<file path="config.mk">
export PLATFORM = sky130hd
export DESIGN_NAME = i2c_bus_monitor
export DESIGN_NICKNAME = d
export VERILOG_FILES = /design/src/rtl/i2cmon_pkg.sv /design/src/rtl/i2cmon_sync.sv /design/src/rtl/i2cmon_cond.sv /design/src/rtl/i2cmon_arb.sv /design/src/rtl/i2cmon_state.sv /design/src/rtl/i2c_bus_monitor.sv
export SDC_FILE = /design/constraint.sdc
export NUM_CORES = 1
export LEC_CHECK = 0
export ABC_AREA = 0
export CAP_MARGIN = 5
export CORE_MARGIN = 1
export CORE_UTILIZATION = 35
export CTS_CLUSTER_DIAMETER = 100
export DETAILED_ROUTE_END_ITERATION = 7
export GPL_TIMING_DRIVEN = 0
export PLACE_DENSITY = 0.58
export SLEW_MARGIN = 10
export SYNTH_ARGS = -nofsm -noshare
export SYNTH_HDL_FRONTEND = slang
export SYNTH_SLANG_ARGS = --single-unit
</file>
<file path="constraint.sdc">
create_clock -name clk -period 2.54 [get_ports clk]
set_input_delay 0.381 -clock clk [delete_from_list [all_inputs] [get_ports clk]]
set_output_delay 0.381 -clock clk [all_outputs]
set_load 0.05 [all_outputs]
</file>
<file path="src/rtl/i2cmon_pkg.sv">
package i2cmon_pkg;

  typedef enum logic [1:0] {
    BS_UNKNOWN = 2'd0,
    BS_IDLE    = 2'd1,
    BS_OWNER   = 2'd2,
    BS_BUSY    = 2'd3
  } bus_state_e;

  localparam logic [1:0] FORCE_IDLE_CODE = 2'd1;

  localparam int unsigned DEF_SYNC_STAGES = 2;
  localparam int unsigned DEF_FRAME_BITS  = 9;

endpackage

</file>
<file path="src/rtl/i2cmon_sync.sv">
module i2cmon_sync #(
  parameter int unsigned STAGES = 2,
  parameter int unsigned WIDTH  = 2
) (
  input  logic             clk,
  input  logic             rst,
  input  logic [WIDTH-1:0] d,
  output logic [WIDTH-1:0] q
);

  logic [WIDTH-1:0] chain [STAGES];

  for (genvar g = 0; g < STAGES; g++) begin : g_stage
    if (g == 0) begin : g_first
      always_ff @(posedge clk) begin
        if (rst) chain[g] <= '1;
        else     chain[g] <= d;
      end
    end else begin : g_next
      always_ff @(posedge clk) begin
        if (rst) chain[g] <= '1;
        else     chain[g] <= chain[g-1];
      end
    end
  end

  assign q = chain[STAGES-1];

endmodule

</file>
<file path="src/rtl/i2cmon_cond.sv">
module i2cmon_cond #(
  parameter int unsigned FRAME_BITS = 9
) (
  input  logic clk,
  input  logic rst,
  input  logic en,
  input  logic scl_s,
  input  logic sda_s,
  output logic start_ev,
  output logic stop_ev,
  output logic proto_err
);

  localparam int unsigned BW = $clog2(FRAME_BITS + 1);
  localparam logic [BW-1:0] LAST_POS = BW'(FRAME_BITS);
  localparam logic [BW-1:0] ONE_POS  = BW'(1);

  logic          scl_p, sda_p;
  logic          scl_rise;
  logic          in_frame, whole_seen;
  logic [BW-1:0] bitpos;
  logic          legal_end;

  always_ff @(posedge clk) begin
    if (rst) begin
      scl_p <= 1'b1;
      sda_p <= 1'b1;
    end else begin
      scl_p <= scl_s;
      sda_p <= sda_s;
    end
  end

  assign scl_rise = ~scl_p & scl_s;
  assign start_ev = en & scl_p & scl_s & sda_p & ~sda_s;
  assign stop_ev  = en & scl_p & scl_s & ~sda_p & sda_s;

  // The SCL high phase that carries the Stop or repeated Start has already
  // advanced the counter, so a clean boundary shows position one.
  assign legal_end = whole_seen && (bitpos == ONE_POS);
  assign proto_err = in_frame & (start_ev | stop_ev) & ~legal_end;

  always_ff @(posedge clk) begin
    if (rst || !en) begin
      in_frame   <= 1'b0;
      whole_seen <= 1'b0;
      bitpos     <= '0;
    end else if (start_ev) begin
      in_frame   <= 1'b1;
      whole_seen <= 1'b0;
      bitpos     <= '0;
    end else if (stop_ev) begin
      in_frame   <= 1'b0;
      whole_seen <= 1'b0;
      bitpos     <= '0;
    end else if (scl_rise && in_frame) begin
      if (bitpos == LAST_POS) begin
        bitpos     <= ONE_POS;
        whole_seen <= 1'b1;
      end else begin
        bitpos <= bitpos + ONE_POS;
      end
    end
  end

endmodule

</file>
<file path="src/rtl/i2cmon_arb.sv">
module i2cmon_arb (
  input  logic clk,
  input  logic rst,
  input  logic en,
  input  logic scl_s,
  input  logic sda_s,
  input  logic sda_release,
  output logic arb_rise
);

  logic hit, hit_d;

  assign hit = en & sda_release & scl_s & ~sda_s;

  always_ff @(posedge clk) begin
    if (rst) hit_d <= 1'b0;
    else     hit_d <= hit;
  end

  assign arb_rise = hit & ~hit_d;

endmodule

</file>
<file path="src/rtl/i2cmon_state.sv">
module i2cmon_state
  import i2cmon_pkg::*;
(
  input  logic       clk,
  input  logic       rst,
  input  logic       en,
  input  logic       start_ev,
  input  logic       stop_ev,
  input  logic       issue_start,
  input  logic       sda_release,
  input  logic       arb_rise,
  input  logic       sw_wr,
  input  logic [1:0] sw_wdata,
  output bus_state_e state_q
);

  logic force_idle;
  assign force_idle = sw_wr && (sw_wdata == FORCE_IDLE_CODE);

  always_ff @(posedge clk) begin
    if (rst || !en) begin
      state_q <= BS_UNKNOWN;
    end else if (force_idle) begin
      state_q <= BS_IDLE;
    end else if (stop_ev) begin
      state_q <= BS_IDLE;
    end else if (start_ev) begin
      state_q <= (issue_start && !sda_release) ? BS_OWNER : BS_BUSY;
    end else if (arb_rise && state_q == BS_OWNER) begin
      state_q <= BS_BUSY;
    end
  end

endmodule

</file>
<file path="src/rtl/i2c_bus_monitor.sv">
module i2c_bus_monitor
  import i2cmon_pkg::*;
#(
  parameter int unsigned SYNC_STAGES = DEF_SYNC_STAGES,
  parameter int unsigned FRAME_BITS  = DEF_FRAME_BITS
) (
  input  logic       clk,
  input  logic       rst,
  input  logic       en,
  input  logic       scl_in,
  input  logic       sda_in,
  input  logic       issue_start,
  input  logic       sda_release,
  input  logic       sw_wr,
  input  logic [1:0] sw_wdata,
  output logic [1:0] bus_state,
  output logic       bus_err,
  output logic       arb_lost
);

  logic [1:0] lines_s;
  logic       scl_s, sda_s;
  logic       start_ev, stop_ev, proto_err, arb_rise;
  bus_state_e state_q;
  logic       bus_err_q, arb_lost_q;

  i2cmon_sync #(.STAGES(SYNC_STAGES), .WIDTH(2)) u_sync (
    .clk(clk), .rst(rst), .d({scl_in, sda_in}), .q(lines_s)
  );
  assign scl_s = lines_s[1];
  assign sda_s = lines_s[0];

  i2cmon_cond #(.FRAME_BITS(FRAME_BITS)) u_cond (
    .clk(clk), .rst(rst), .en(en), .scl_s(scl_s), .sda_s(sda_s),
    .start_ev(start_ev), .stop_ev(stop_ev), .proto_err(proto_err)
  );

  i2cmon_arb u_arb (
    .clk(clk), .rst(rst), .en(en), .scl_s(scl_s), .sda_s(sda_s),
    .sda_release(sda_release), .arb_rise(arb_rise)
  );

  i2cmon_state u_state (
    .clk(clk), .rst(rst), .en(en), .start_ev(start_ev), .stop_ev(stop_ev),
    .issue_start(issue_start), .sda_release(sda_release),
    .arb_rise(arb_rise), .sw_wr(sw_wr), .sw_wdata(sw_wdata),
    .state_q(state_q)
  );

  always_ff @(posedge clk) begin
    if (rst || !en) begin
      bus_err_q  <= 1'b0;
      arb_lost_q <= 1'b0;
    end else begin
      bus_err_q  <= proto_err;
      arb_lost_q <= arb_rise;
    end
  end

  assign bus_state = state_q;
  assign bus_err   = bus_err_q;
  assign arb_lost  = arb_lost_q;

endmodule

</file>
# [Word-level counts from Yosys, hierarchy flattened]
# Memory sizes are Yosys's and may differ from the RTL's.
# Cells that the tools add are included.
[word_totals] reg_bits=13 ramBits=4 output_inout_bits=4 mem_count=1
[classes] n_addsub=1 n_eq_ne=4 n_mux=13 n_bitwise=21 n_reduce_logical=14
[memory_table] name="u_sync.chain" depth=2 word_bits=2 rd=2 rd_ports_with_merged_regs=0 write_ports=2 line_no="i2cmon_sync.sv:11" text="logic [WIDTH-1:0] chain [STAGES];"
[op_table] operator="$and A1 B1 Y1" count=13
[op_table] operator="$mux W1" count=8
[op_table] operator="$mux W2" count=4
[op_table] operator="$reduce_or A3 Y1" count=2
[op_table] operator="$logic_and A1 B1 Y1" count=5
[op_table] operator="$not A1 Y1" count=5
[op_table] operator="$add A4 B1 Y4 const B" count=1
[op_table] operator="$eq A4 B1 Y1 const B" count=1
[op_table] operator="$eq A4 B4 Y1 const B" count=1
[op_table] operator="$mux W4" count=1
[op_table] operator="$reduce_bool A2 Y1" count=2
[op_table] operator="$reduce_bool A4 Y1" count=1
[op_table] operator="$or A1 B1 Y1" count=3
[op_table] operator="$eq A2 B1 Y1 const B" count=1
[op_table] operator="$eq A2 B2 Y1 const B" count=1
[op_table] operator="$logic_not A1 Y1" count=2
[op_table] operator="$reduce_and A2 Y1" count=1
[op_table] operator="$logic_or A1 B1 Y1" count=1

# [Longest topological paths before layout]
[depth] word_depth=9 depth_mapped=4

# [Modules after synthesis]
# Synthesis repeated with hierarchy kept, for this count alone.
[unflattened] hier_cells=72 area_unflattened_um2=686.9
[modules_own_cells] module="i2cmon_cond" instances=1 cells_per_inst=45 area_per_inst_um2=397.9 seq_area_each_um2=160.2
[modules_own_cells] module="i2cmon_sync" instances=1 cells_per_inst=8 area_per_inst_um2=105.1 seq_area_each_um2=80.1
[modules_own_cells] module="i2cmon_state" instances=1 cells_per_inst=11 area_per_inst_um2=90.1 seq_area_each_um2=40.0
[modules_own_cells] module="i2c_bus_monitor" instances=1 cells_per_inst=4 area_per_inst_um2=57.6 seq_area_each_um2=40.0
[modules_own_cells] module="i2cmon_arb" instances=1 cells_per_inst=4 area_per_inst_um2=36.3 seq_area_each_um2=20.0

# [Least setup slack after synthesis]
# Ideal clock, no wire load.
[synth_path] path_kind="flip-flop to flip-flop" start="register u_state.state_q[1]" end="register u_state.state_q[0]" setup_time_ps=74 arrival_time_ps=1222 setup_slack_ps=1244 stages_incl_launch_ff=5 synth_period_minus_slack_ps=1296 path_cell_list="dfxtp_1 nand2_1 or3_1 o2bb2ai_1 a31oi_1"
[synth_between] elab_chain_cells=3
[synth_lines] element="start, declared" line_no="i2cmon_state.sv:14" text="output bus_state_e state_q"
[synth_lines] element="start signal, assigned" line_no="i2cmon_state.sv:28" text="state_q <= (issue_start && !sda_release) ? BS_OWNER : BS_BUSY;"
[synth_lines] element="$eq A2 B2 Y1" line_no="i2cmon_state.sv:29" text="end else if (arb_rise && state_q == BS_OWNER) begin"
[synth_lines] element="$logic_and A1 B1 Y1" line_no="i2cmon_state.sv:29"
[synth_lines] element="$reduce_bool A4 Y1 (no source line)"
# No other way between the ends.
# A chain may end at the register's enable or synchronous reset.

# [Worst setup path in the final report]
[layout_path] start="register u_state.state_q[1]" end="output port bus_state[1]"
[layout_lines] element="end, declared" line_no="i2c_bus_monitor.sv:16" text="output logic [1:0] bus_state,"
# No word-level cell between the ends.

==> reports/metrics.cfg <==
[setup_path]
cpMaxStageDelayCell = clkdlybuf4s50_1
crit_chain = clkdlybuf4s50_1
slowest_delay_ns = 0.81
path_delay_family = buffers and inverters
start_kind = register
setup.worst_path.class = reg -> out
cp_num_buf_inv = 1
worst_setup_path_end_kind = output port
crit_arrival_ns = 1.45
crit_path_max_fanout = 3
required_ns = 2.16

[cts]
cts_resized = 0
cts_buffers = 3
cts_sinks = 17
clockBufferDepth = 2
hold_buffers = 0
cts_root_buf = clkbuf_4
htreeDepth = 1
clock_latency_ns = 0.28
cts_tree = yes
post_cts_buffers = 0
clk_pin_slew_ns = 0.10

[route]
routedWlPerCell_um = 10.2
ant_nets = 0
first_pass_iters = 4
viasPerCell = 4.58
num_vias = 504
drt_drc_violations_left = 0
wl_um = 1120
drt_iter0_drc = 5

[sta]
hold_viol = 0
worst_pin_slew_ns = 0.489
rsz0062_at_grt = no
setup_viol = 0
maxSlewViolCount = 0
final.min_clock_period_ns = 1.83
holdWs_ns = 0.415
period_share_pct = 72.2
tns_ns = 0
fin_skew_ns = 0.00794
relSlewSlack_pct = 67.3
fmax_mhz = 545

[final_layout]
instances_no_fill = 110
mostFrequentLayoutCells = dfxtp_1 (17), clkdlybuf4s50_1 (13), or2_2 (6), nand2_1 (6), nor2_1 (5)
drive_above_1_share_pct = 18.8
layout-area-overhead-vs-synth_pct = 28.9
nFillCells = 175
diodes = 0
stdcell_area_um2 = 842
final_util_pct = 48.2
final_common_cell = dfxtp_1
multi_input_area_um2 = 305
seq_area_um2 = 340
final_nets = 96

[grt]
grt_pass1_vias = 420
grtUsageTotal_pct = 13.0
grt_pass1_wl_um = 1860
grt_max_degree = 11
antenna_found_initial = 0
grt-ovfl-total = 0

[placed_design]
hpwl_um = 833
placedCellCount = 106
place.port_buffers = 13
dpl_cell_area_um2 = 815
gp_congestion = 0.717

[status]
status = complete, no violations

[synth]
synth_seq_cells = 17
synth_top_area_share_pct = 52.1
ys_types = 26
synthDominantAreaCellType = dfxtp_1
synth_edf_count = 0
async_flop_share_pct = 0
syn_area_um2 = 653
yosysSeqAreaShare_pct = 52.1
syn_nets = 78
syn_avg_cell_area_um2 = 9.60
yosysWarnings = 0
yosys-top-cells-area = dfxtp_1 (52%), or2_2 (5.7%), a31oi_1 (3.8%), nand2_1 (3.4%), a21oi_1 (3.1%)
synth_ff_type = dfxtp_1
synthCells = 68

[floorplanning]
fp.dieW_um = 45.2
die_h_um = 45.2
rows = 15
core_um2 = 1750
start_util_pct = 37.4
pin_count = 14
fp.dieArea_um2 = 2040

[job]
maxCapViolCount = 0

[pwr]
ir_drop_v = 0.000338
power.density_nw_per_um2 = 535
leakage_nw = 0.300

[min_path]
hp-class = reg -> reg

## worst paths after layout
check / from / end / slack, ns / depth (start not counted)
hold reg to reg: u_sync.chain[0][1]$_SDFF_PP1_ / u_sync.chain[1][1]$_SDFF_PP1_ / 0.42 / 1
hold / removal: u_sync.chain[0][1]$_SDFF_PP1_ / u_sync.chain[1][1]$_SDFF_PP1_ / 0.42 / 1
setup reg to reg: u_sync.chain[1][1]$_SDFF_PP1_ / u_state.state_q[0]$_SDFFE_PP0P_ / 1.25 / 4
setup / recovery: u_state.state_q[1]$_SDFFE_PP0P_ / bus_state[1] / 0.71 / 1
## kinds of logic (layout without fill, tap and decap cells)
kind of cell    count (synthesis)  count (layout)  share of synthesized area (%)
simple gates                   35              35                           33.5
flops                          17              17                           52.1
compound gates                 13              13                           11.9
buf+inv                         2              19                           1.15
xor+xnor                        1               1                           1.34
## per-layer routing
layer / GRT usage, % / part of all wire [%] / vias to the layer above / wire length, um
met2: 16.2 / 41 / 10 / 454
met1: 19.4 / 55 / 215 / 610
li1: - / - / 277 / -
met3: 2.40 / 3.7 / 2 / 41
met5: 0 / 0 / - / 0
met4: 9.09 / 1.1 / 0 / 12
## flip-flops by register name (all words and copies together), names as in the netlist
signal / cells
u_sync.chain: 4
u_state.state_q: 2
u_cond.sda_p: 1
u_arb.hit_d: 1
bus_err: 1
u_cond.bitpos: 4
u_cond.in_frame: 1
arb_lost: 1
u_cond.scl_p: 1
u_cond.whole_seen: 1
## metrics by stage
stage	total power [mW]	setup WS [ns]
2_1_floorplan	0.297	1.24
6_report	0.451	0.705
4_1_cts	0.457	0.689
3_5_place_dp	0.317	0.717
3_3_place_gp	0.316	0.707
5_1_grt	0.475	0.646
## synth_stat cells (2+ instances only)
| library cell | count |
|---|---|
| nor2_1 | 5 |
| dfxtp_1 | 17 |
| nand2_1 | 6 |
| inv_1 | 2 |
| a21oi_1 | 4 |
| o21ai_0 | 3 |
| or2_2 | 6 |
| nor3_1 | 3 |
| nor2b_1 | 2 |
| a31oi_1 | 4 |
## final cells by class
type | instances | share of cell area [%]
clock buffers | 3 | 2.67
clock inverters | 1 | 0.594
inverters | 2 | 0.892
multi-input cells | 49 | 36.3
well taps | 25 | 3.71
repair buffers | 13 | 15.5
flip-flops and latches | 17 | 40.4
## power breakdown
part           internal [mW]  switching, mW
combinational         0.0213         0.0144
sequential             0.271        0.00358
clock                 0.0584         0.0815
Note: power is estimated with default switching activity, not from simulation.
